## src/rtl/swa_pkg.sv

```systemverilog
package swa_pkg;
    localparam int WORD_W = 32;
    localparam int LBL_W  = 8;

    typedef struct packed {
        logic [LBL_W-1:0] label;
        logic             valid;
    } tbl_entry_t;
endpackage

```

## src/rtl/swa_label_table.sv

```systemverilog
module swa_label_table
    import swa_pkg::*;
#(
    parameter int N_ENT = 16
) (
    input  logic                     clk,
    input  logic                     rst_n,
    input  logic                     we,
    input  logic [$clog2(N_ENT)-1:0] widx,
    input  logic [LBL_W-1:0]         wlabel,
    input  logic                     wvalid,
    input  logic [LBL_W-1:0]         look_label,
    output logic                     hit
);
    tbl_entry_t          ent_q [N_ENT];
    tbl_entry_t          ent_d [N_ENT];
    logic [N_ENT-1:0]    match;

    always_comb begin
        for (int i = 0; i < N_ENT; i++) begin
            ent_d[i] = ent_q[i];
        end
        if (we) begin
            ent_d[widx] = '{label: wlabel, valid: wvalid};
        end
    end

    always_ff @(posedge clk) begin
        for (int i = 0; i < N_ENT; i++) begin
            if (!rst_n) ent_q[i] <= '0;
            else        ent_q[i] <= ent_d[i];
        end
    end

    for (genvar g = 0; g < N_ENT; g++) begin : g_cmp
        assign match[g] = ent_q[g].valid && (ent_q[g].label == look_label);
    end

    assign hit = |match;

    // a write lands in the addressed entry
    a_r10_write_lands: assert property (@(posedge clk) disable iff (!rst_n)
        we |=> (ent_q[$past(widx)].label == $past(wlabel)) &&
               (ent_q[$past(widx)].valid == $past(wvalid)));
endmodule

```

## src/rtl/swa_fifo.sv

```systemverilog
module swa_fifo #(
    parameter int W     = 32,
    parameter int DEPTH = 4
) (
    input  logic         clk,
    input  logic         rst_n,
    input  logic         push,
    input  logic [W-1:0] wdata,
    input  logic         pop,
    output logic [W-1:0] rdata,
    output logic         full,
    output logic         not_empty
);
    localparam int PTR_W = (DEPTH > 1) ? $clog2(DEPTH) : 1;
    localparam int CNT_W = $clog2(DEPTH + 1);

    typedef struct packed {
        logic [PTR_W-1:0] wptr;
        logic [PTR_W-1:0] rptr;
        logic [CNT_W-1:0] cnt;
    } ctl_t;

    ctl_t         ctl_q, ctl_d;
    logic [W-1:0] mem_q [DEPTH];
    logic         do_push, do_pop;

    function automatic logic [PTR_W-1:0] bump(input logic [PTR_W-1:0] p);
        return (p == PTR_W'(DEPTH - 1)) ? '0 : p + 1'b1;
    endfunction

    assign full      = (ctl_q.cnt == CNT_W'(DEPTH));
    assign not_empty = (ctl_q.cnt != '0);
    assign do_push   = push && !full;
    assign do_pop    = pop && not_empty;
    assign rdata     = mem_q[ctl_q.rptr];

    always_comb begin
        ctl_d = ctl_q;
        if (do_push) ctl_d.wptr = bump(ctl_q.wptr);
        if (do_pop)  ctl_d.rptr = bump(ctl_q.rptr);
        case ({do_push, do_pop})
            2'b10:   ctl_d.cnt = ctl_q.cnt + 1'b1;
            2'b01:   ctl_d.cnt = ctl_q.cnt - 1'b1;
            default: ctl_d.cnt = ctl_q.cnt;
        endcase
    end

    always_ff @(posedge clk) begin
        if (!rst_n) ctl_q <= '0;
        else        ctl_q <= ctl_d;
    end

    always_ff @(posedge clk) begin
        if (do_push) mem_q[ctl_q.wptr] <= wdata;
    end

    // occupancy never exceeds the depth
    a_r8_depth_bound: assert property (@(posedge clk) disable iff (!rst_n)
        ctl_q.cnt <= CNT_W'(DEPTH));
    // the queue only empties through a read
    a_r8_hold_until_read: assert property (@(posedge clk) disable iff (!rst_n)
        (not_empty && !pop) |=> not_empty);
endmodule

```

## src/rtl/serial_word_assembler.sv

```systemverilog
module serial_word_assembler
    import swa_pkg::*;
#(
    parameter int N_ENT   = 16,
    parameter int Q_DEPTH = 4
) (
    input  logic                     clk,
    input  logic                     rst_n,
    input  logic                     bit_stb,
    input  logic                     bit_val,
    input  logic                     gap_stb,
    input  logic                     filt_en,
    input  logic                     tbl_we,
    input  logic [$clog2(N_ENT)-1:0] tbl_idx,
    input  logic [LBL_W-1:0]         tbl_label,
    input  logic                     tbl_valid,
    input  logic                     rd_en,
    output logic [WORD_W-1:0]        rd_data,
    output logic                     rdy,
    output logic                     par_err,
    output logic                     seq_err,
    output logic                     ovfl
);
    localparam int CNT_W = $clog2(WORD_W);

    typedef struct packed {
        logic [WORD_W-1:0] word;
        logic [CNT_W-1:0]  cnt;
        logic              armed;
        logic              par_err;
        logic              seq_err;
        logic              ovfl;
    } asm_t;

    asm_t              st_q, st_d;
    logic [WORD_W-1:0] shifted;
    logic              lbl_hit;
    logic              q_full;
    logic              push;

    assign shifted = {bit_val, st_q.word[WORD_W-1:1]};

    swa_label_table #(.N_ENT(N_ENT)) i_tbl (
        .clk        (clk),
        .rst_n      (rst_n),
        .we         (tbl_we),
        .widx       (tbl_idx),
        .wlabel     (tbl_label),
        .wvalid     (tbl_valid),
        .look_label (shifted[LBL_W-1:0]),
        .hit        (lbl_hit)
    );

    swa_fifo #(.W(WORD_W), .DEPTH(Q_DEPTH)) i_q (
        .clk       (clk),
        .rst_n     (rst_n),
        .push      (push),
        .wdata     (shifted),
        .pop       (rd_en),
        .rdata     (rd_data),
        .full      (q_full),
        .not_empty (rdy)
    );

    always_comb begin
        st_d         = st_q;
        st_d.par_err = 1'b0;
        st_d.seq_err = 1'b0;
        push         = 1'b0;
        if (gap_stb) begin
            if (st_q.cnt != '0) st_d.seq_err = 1'b1;
            st_d.cnt   = '0;
            st_d.armed = 1'b1;
        end else if (bit_stb) begin
            if (!st_q.armed) begin
                st_d.seq_err = 1'b1;
            end else begin
                st_d.word = shifted;
                if (st_q.cnt == CNT_W'(WORD_W - 1)) begin
                    st_d.cnt   = '0;
                    st_d.armed = 1'b0;
                    if (^shifted) begin
                        if (!filt_en || lbl_hit) begin
                            if (q_full) st_d.ovfl = 1'b1;
                            else        push      = 1'b1;
                        end
                    end else begin
                        st_d.par_err = 1'b1;
                    end
                end else begin
                    st_d.cnt = st_q.cnt + 1'b1;
                end
            end
        end
    end

    always_ff @(posedge clk) begin
        if (!rst_n) begin
            st_q       <= '0;
            st_q.armed <= 1'b1;
        end else begin
            st_q <= st_d;
        end
    end

    assign par_err = st_q.par_err;
    assign seq_err = st_q.seq_err;
    assign ovfl    = st_q.ovfl;

    // overflow flag is sticky
    a_r9_ovfl_sticky: assert property (@(posedge clk) disable iff (!rst_n)
        ovfl |=> ovfl);
    // a bit with no preceding gap raises a sequence error
    a_r7_unarmed_bit: assert property (@(posedge clk) disable iff (!rst_n)
        (bit_stb && !gap_stb && !st_q.armed) |=> seq_err);
    // error pulses never coincide
    a_r3_err_exclusive: assert property (@(posedge clk) disable iff (!rst_n)
        !(par_err && seq_err));
    // a parity error never follows a store
    a_r3_no_store_on_perr: assert property (@(posedge clk) disable iff (!rst_n)
        push |=> !par_err);
endmodule

```

## config.mk

```make
export PLATFORM = sky130hd
export DESIGN_NAME = serial_word_assembler
export DESIGN_NICKNAME = d
export VERILOG_FILES = /design/src/rtl/swa_pkg.sv /design/src/rtl/swa_label_table.sv /design/src/rtl/swa_fifo.sv /design/src/rtl/serial_word_assembler.sv
export SDC_FILE = /design/constraint.sdc
export NUM_CORES = 1
export LEC_CHECK = 0
export ABC_AREA = 1
export CORE_UTILIZATION = 64
export CTS_CLUSTER_SIZE = 30
export DETAILED_ROUTE_END_ITERATION = 8
export DONT_BUFFER_PORTS = 1
export PLACE_DENSITY = 0.9
export SETUP_SLACK_MARGIN = 0.5
export SLEW_MARGIN = 20
export SYNTH_ARGS = -nofsm -noshare
export SYNTH_HDL_FRONTEND = slang
export SYNTH_HIERARCHICAL = 1
export SYNTH_SLANG_ARGS = --single-unit
export TNS_END_PERCENT = 5
```

## constraint.sdc

```tcl
create_clock -name clk -period 4 [get_ports clk]
set_clock_uncertainty 0.05 [all_clocks]
set_input_delay 0.8 -clock clk [delete_from_list [all_inputs] [get_ports clk]]
set_output_delay 0.8 -clock clk [all_outputs]
set_load 0.01 [all_outputs]
```

==> results.py, run 1 <==
metrics = {
    "yosys": {
        "netlist_instances": 1843,
        "synth_top_area_cell": "dfxtp_1",
        "syn_avg_cell_area_um2": 7.950,
        "synth_nets": 1874,
        "yosys_register_bits": 321,
        "async_flop_share_pct": 0,
        "synth_edf_count": 128,
        "yosysWarnings": 6,
        "synth_top_area_share_pct": 26.37,
        "synthDistinctLibCells": 37,
        "synth-seq-area-share_pct": 52.60,
        "synthFlopType": "dfxtp_1",
        "syn-cell-area_um2": 14650,
        "synthTopCellsByArea": "dfxtp_1 (26%), edfxtp_1 (26%), nand2_1 (9.9%)",
    },
    "clock_network": {
        "tritoncts": "done",
        "clock_path_buffers": 3,
        "clockRootBuffer": "clkbuf_16",
        "numCtsBuffers": 31,
        "path_clk_slew_ns": 0.06,
        "cts_max_level": 1,
        "clkLatencyLatePin_ns": 0.57,
        "numClockSinks": 321,
    },
    "outcome": {
        "outcome": "finished, final reports clean",
    },
    "die": {
        "coreArea_um2": 22160,
        "rows": 54,
        "design.die.area_um2": 23500,
        "dieWidth_um": 153.3,
        "die_y_um": 153.3,
        "pin_count": 57,
        "initial_utilization_pct": 66.11,
    },
    "detailed_routing": {
        "wire_per_inst_um": 17.15,
        "drtIter0Drc": 1597,
        "ant_nets": 0,
        "drcViolationCount": 0,
        "drt_pass1_iterations": 6,
        "wirelength_mm": 36.26,
        "vias": 12410,
        "vias_per_cell": 5.866,
    },
    "flow_run": {
        "drv_cap": 0,
    },
    "finish": {
        "diodes": 0,
        "regArea_um2": 7715,
        "area_growth_pct": 7.404,
        "final_common_cell": "nand2_1",
        "multi_input_area_um2": 5783,
        "final_cell_mix": "nand2_1 (387), nor2_1 (330), o21ai_0 (202)",
        "drive_gt1_share_pct": 7.248,
        "fillCellCount": 1563,
        "fin_nets": 1841,
    },
    "hold_path": {
        "hp-start": "bit_val",
        "min_to": "i_q/mem_q[2][31]",
        "hold_path.class": "input pin to flop",
        "hold_depth": 0,
    },
    "timing": {
        "slew_headroom_pct": 48.22,
        "finalHoldViolations": 0,
        "min_period_ns": 3.333,
        "drv_slew": 0,
        "worst_pin_slew_ns": 0.7745,
        "setup_violations": 0,
        "timing.final.crit_share_pct": 83.33,
        "fin_tns_setup_ns": 0,
        "rsz0062_at_grt": "no",
        "fmax_mhz": 300.0,
    },
    "global_routing": {
        "grtUsageTotal_pct": 30.32,
        "globalRouteOverflowTotal": 0,
        "grt_pass1_vias": 11620,
        "grt_max_degree": 184,
        "antenna_found_initial": 0,
        "grt_pass1_wl_mm": 57.47,
    },
    "worst_setup_path": {
        "critical_path_class": "flop to flop",
        "r2r_setup_slack_ns": 0.67,
        "cp-start-kind": "flop",
        "rr_startpoint": "shifted[0]",
        "cp.required_ns": 4.39,
        "arrival_ns": 3.72,
        "r2r-end": "i_q/ctl_q[2]",
        "r2r_cells": 23,
        "cp_max_fo": 11,
        "critPathCaptureType": "flop",
        "critPathLaunch": "shifted[0]",
    },
    "placed_design": {
        "gp_congestion": 0.8841,
        "numPortBuffers": 0,
        "post-dp-hpwl_mm": 21.12,
    },
    "pwr": {
        "peakVddDrop_mv": 0.3115,
        "p_leak_nw": 6.225,
        "p_per_area_nw_per_um2": 466.6,
        "power_mw": 7.342,
    },
}
-- critical path, cell delays in order (launching register included) --
cell,delay [ns]
dfxtp_1,0.38
clkinvlp_4,0.28
o21ai_0,0.26
nor2_1,0.06
nand3_1,0.09
nor2_1,0.05
nor2_1,0.14
nand2_1,0.07
nor2_1,0.22
nand2_1,0.14
inv_1,0.09
a21boi_2,0.06
nand3_2,0.07
nor2_2,0.04
nand2_2,0.20
ha_1,0.22
inv_1,0.07
fa_1,0.38
inv_1,0.07
nand2_1,0.07
nand3_1,0.07
nand2_1,0.05
inv_1,0.05
nor2_1,0.05
-- worst max path at each step --
stage / slack [ns] / cells past startpoint / to
2_1_floorplan: 0.31 / 18 / i_q/mem_q[0][0]
3_3_place_gp: 0.78 / 25 / i_q/ctl_q[2]
3_5_place_dp: 0.69 / 25 / i_q/ctl_q[2]
4_1_cts: 0.62 / 3 / rd_data[13]
5_1_grt: 0.51 / 25 / i_q/ctl_q[2]
6_report: 0.67 / 23 / i_q/ctl_q[2]
-- per-layer routing --
| layer | GRT usage (%) | routed length, µm |
|---|---|---|
| met5 | 0 | 0 |
| met4 | 12.36 | 1186 |
| met3 | 4.593 | 3210 |
| met2 | 52.25 | 17330 |
| met1 | 38.15 | 14530 |
-- cells in the mapped netlist, drive strengths merged, types with 25 or more instances --
library cell,count
o21ai,271
o22ai,32
nor2,346
nand2,398
inv,172
nand3,33
buf,56
dfxtp,193
edfxtp,128
a21oi,115
xnor2,25
clkbuf,32
-- registers in the layout (all words and copies together), names as in the netlist, named ones only --
register     cells
i_q/ctl_q        7
i_q/mem_q      128
i_tbl/ent_q    144
ovfl             1
par_err          1
seq_err          1
shifted         31
st_q             6
-- stage by stage --
stage	utilization (%)	hold WS [ns]	setup WS [ns]	std cells	area, µm²
floorplan	-	0.3739	0.3146	1843	14650
global placement	65.97	0.3811	0.7763	2051	14620
detailed placement	65.97	0.3920	0.6872	2051	14620
CTS	70.62	0.2794	0.6159	2109	15650
global route	71.01	0.2818	0.5099	2115	15740
finish	71.01	0.2964	0.6666	2115	15740
-- cell families (layout without fill, tap and decap cells) --
group	Yosys count	in the layout	synth area share (%)
DFF	321	321	52.60
AOI/OAI and AO/OA	430	430	15.23
adders and majority gates	10	10	0.9052
buffers and inverters	261	253	7.993
and+or+nand+nor	795	795	21.72
xor gates and xnor gates	26	26	1.554
-- cell type report --
cell class / instances / area share (%)
inverter: 173 / 4.262
clock buffer: 37 / 5.073
clock inverter: 21 / 1.487
sequential: 321 / 49.03
multi-input combinational: 1261 / 36.75
timing repair buffer: 22 / 1.177
tap: 280 / 2.226
-- report_power, final --
group	internal [mW]	leakage (nW)	switching [mW]	total [mW]
Combinational	0.258	2.98	0.567	0.825
Sequential	3.47	2.75	0.0975	3.56
Clock	1.74	0.495	1.21	2.95
Total	5.47	6.23	1.88	7.34
-- repair_timing --
action                                  in CTS  in global routing
hold buffers                                 0                  0
buffers inserted                             0                  6
endpoints found under the setup margin       0                  1
gates resized for setup                      0                 10
Note: power is estimated with default switching activity, not from simulation.
==> run 2, diff against run 1 <==
--- a/config.mk
+++ b/config.mk
@@ -6,11 +6,11 @@
 export NUM_CORES = 1
 export LEC_CHECK = 0
 export ABC_AREA = 1
-export CORE_UTILIZATION = 64
+export CORE_UTILIZATION = 58
 export CTS_CLUSTER_SIZE = 30
 export DETAILED_ROUTE_END_ITERATION = 8
 export DONT_BUFFER_PORTS = 1
-export PLACE_DENSITY = 0.9
+export PLACE_DENSITY = 0.86
 export SETUP_SLACK_MARGIN = 0.5
 export SLEW_MARGIN = 20
 export SYNTH_ARGS = -nofsm -noshare
==> constraint.sdc (replaced) <==
create_clock -name clk -period 3 [get_ports clk]
set_clock_uncertainty 0.05 [all_clocks]
set_input_delay 0.6 -clock clk [delete_from_list [all_inputs] [get_ports clk]]
set_output_delay 0.6 -clock clk [all_outputs]
set_load 0.01 [all_outputs]
==> results.py, run 2 (synthesis results as in run 1) <==
metrics = {
    "finish": {
        "top_register": "i_tbl/ent_q",
        "final_common_cell": "nand2_1",
        "drive_gt1_share_pct": 8.929,
        "diodes": 0,
        "post-route-util_pct": 65.38,
        "final_cell_mix": "nand2_1 (386), nor2_1 (330), o21ai_0 (198)",
        "largest_reg_flops": 144,
        "fin_nets": 1855,
        "area_growth_pct": 9.479,
    },
    "detailed_routing": {
        "vias": 12340,
        "wirelength_mm": 36.19,
        "drcViolationCount": 0,
        "ant_nets": 0,
        "wire_per_inst_um": 16.66,
        "drtIter0Drc": 1116,
        "vias_per_cell": 5.680,
        "drt_pass1_iterations": 6,
    },
    "worst_setup_path": {
        "critPathCaptureType": "flop",
        "r2r_setup_slack_ns": 0.20,
        "cp_max_fo": 8,
        "cp.required_ns": 3.43,
        "crit_slowest_cell": "fa_2",
        "path_buf_inv": 3,
        "crit_family": "simple AND/OR/NAND/NOR gates",
        "max_stage_delay_ns": 0.44,
        "arrival_ns": 3.22,
        "cp-start-kind": "flop",
        "crit_chain": "clkinvlp_4 -> nand2_1 -> nand2_1 -> nor2_1 -> nand3_1 -> nor2_1 -> nor2_1 -> nand2_1 -> nor2_1 -> nand2_1 -> inv_2 -> a21boi_2 -> nand3_2 -> nor2_4 -> nand2_4 -> ha_4 -> inv_4 -> fa_2 -> a21oi_2",
        "critical_path_class": "flop to flop",
    },
    "die": {
        "coreArea_um2": 24530,
        "rows": 57,
        "die_y_um": 160.9,
        "initial_utilization_pct": 59.72,
        "design.die.area_um2": 25900,
        "dieWidth_um": 160.9,
        "pin_count": 57,
    },
    "timing": {
        "drv_slew": 0,
        "rsz0062_at_grt": "yes",
        "min_period_ns": 2.799,
        "fin_hold_ws_ns": 0.09866,
        "slew_headroom_pct": 48.89,
        "worst_pin_slew_ns": 0.7644,
        "setup_ws_ns": 0.2010,
        "setup_violations": 0,
        "finalHoldViolations": 0,
        "fmax_mhz": 357.3,
        "fin_tns_setup_ns": 0,
        "timing.final.crit_share_pct": 93.30,
    },
    "clock_network": {
        "clock_path_buffers": 3,
        "numCtsBuffers": 31,
        "ctsHoldBuffers": 0,
        "tritoncts": "done",
        "numClockSinks": 321,
        "cts_max_level": 1,
        "clockRootBuffer": "clkbuf_16",
        "clkLatencyLatePin_ns": 0.54,
        "path_clk_slew_ns": 0.06,
    },
    "placed_design": {
        "dp_worst_setup_slack_ns": 0.1318,
        "numPortBuffers": 0,
        "post-dp-hpwl_mm": 21.71,
        "gp_congestion": 0.8995,
    },
    "global_routing": {
        "grt_pass1_wl_mm": 58.18,
        "globalRouteOverflowTotal": 0,
        "grt_pass1_vias": 11920,
        "grt_max_degree": 184,
        "grtUsageTotal_pct": 27.95,
        "antenna_found_initial": 0,
    },
    "outcome": {
        "outcome": "finished, final reports clean",
    },
    "pwr": {
        "p_leak_nw": 6.359,
        "p_per_area_nw_per_um2": 613.4,
        "peakVddDrop_mv": 0.4036,
        "power_mw": 9.838,
    },
    "flow_run": {
        "drv_cap": 0,
    },
    "hold_path": {
        "hold_path.class": "input pin to flop",
    },
}
-- run 2: what timing repair did --
action | 4_1_cts | 5_1_grt
endpoints found under the hold margin | 0 | 0
pin swaps | 10 | 16
resized for setup | 12 | 7
setup buffers | 12 | 2
setup endpoints to repair | 152 | 163
-- run 2: stage by stage --
| stage | std cells | area (µm²) |
|---|---|---|
| after floorplan | 1843 | 14790 |
| after global placement | 2101 | 14840 |
| after detailed placement | 2101 | 14840 |
| after CTS | 2170 | 16000 |
| after global routing | 2172 | 16040 |
| final | 2172 | 16040 |
-- run 2: area by class of cell --
| cell class | instances | area [µm²] |
|---|---|---|
| multi-input combinational | 1261 | 5834 |
| clock buffer | 32 | 779.5 |
| fill | 1896 | 8493 |
| clock inverter | 25 | 254.0 |
| tap | 324 | 405.4 |
| timing repair buffer | 36 | 340.3 |
| inverter | 173 | 693.2 |
| sequential | 321 | 7734 |
-- run 2: path summary, 6_finish.rpt --
check,startpoint,endpoint,cells past startpoint
min reg2reg,i_tbl/ent_q[0][0],i_tbl/ent_q[0][0],2
max,shifted[4],i_q/ctl_q[1],19
max reg2reg,shifted[4],i_q/ctl_q[1],19
min,bit_val,i_q/mem_q[0][31],0
-- run 2: power by group --
group / switching, mW / internal [mW] / total [mW]
clock network: 1.64 / 2.31 / 3.96
logic: 0.775 / 0.378 / 1.15
registers: 0.109 / 4.62 / 4.73
-- run 2: per-layer routing --
layer / routed length [µm] / up-vias / track usage [%]
met1: 14560 / 5750 / 34.36
met4: 1421 / 0 / 12.18
met5: 0 / - / 0
li1: - / 5968 / -
met2: 17580 / 498 / 49.29
met3: 2626 / 122 / 3.357
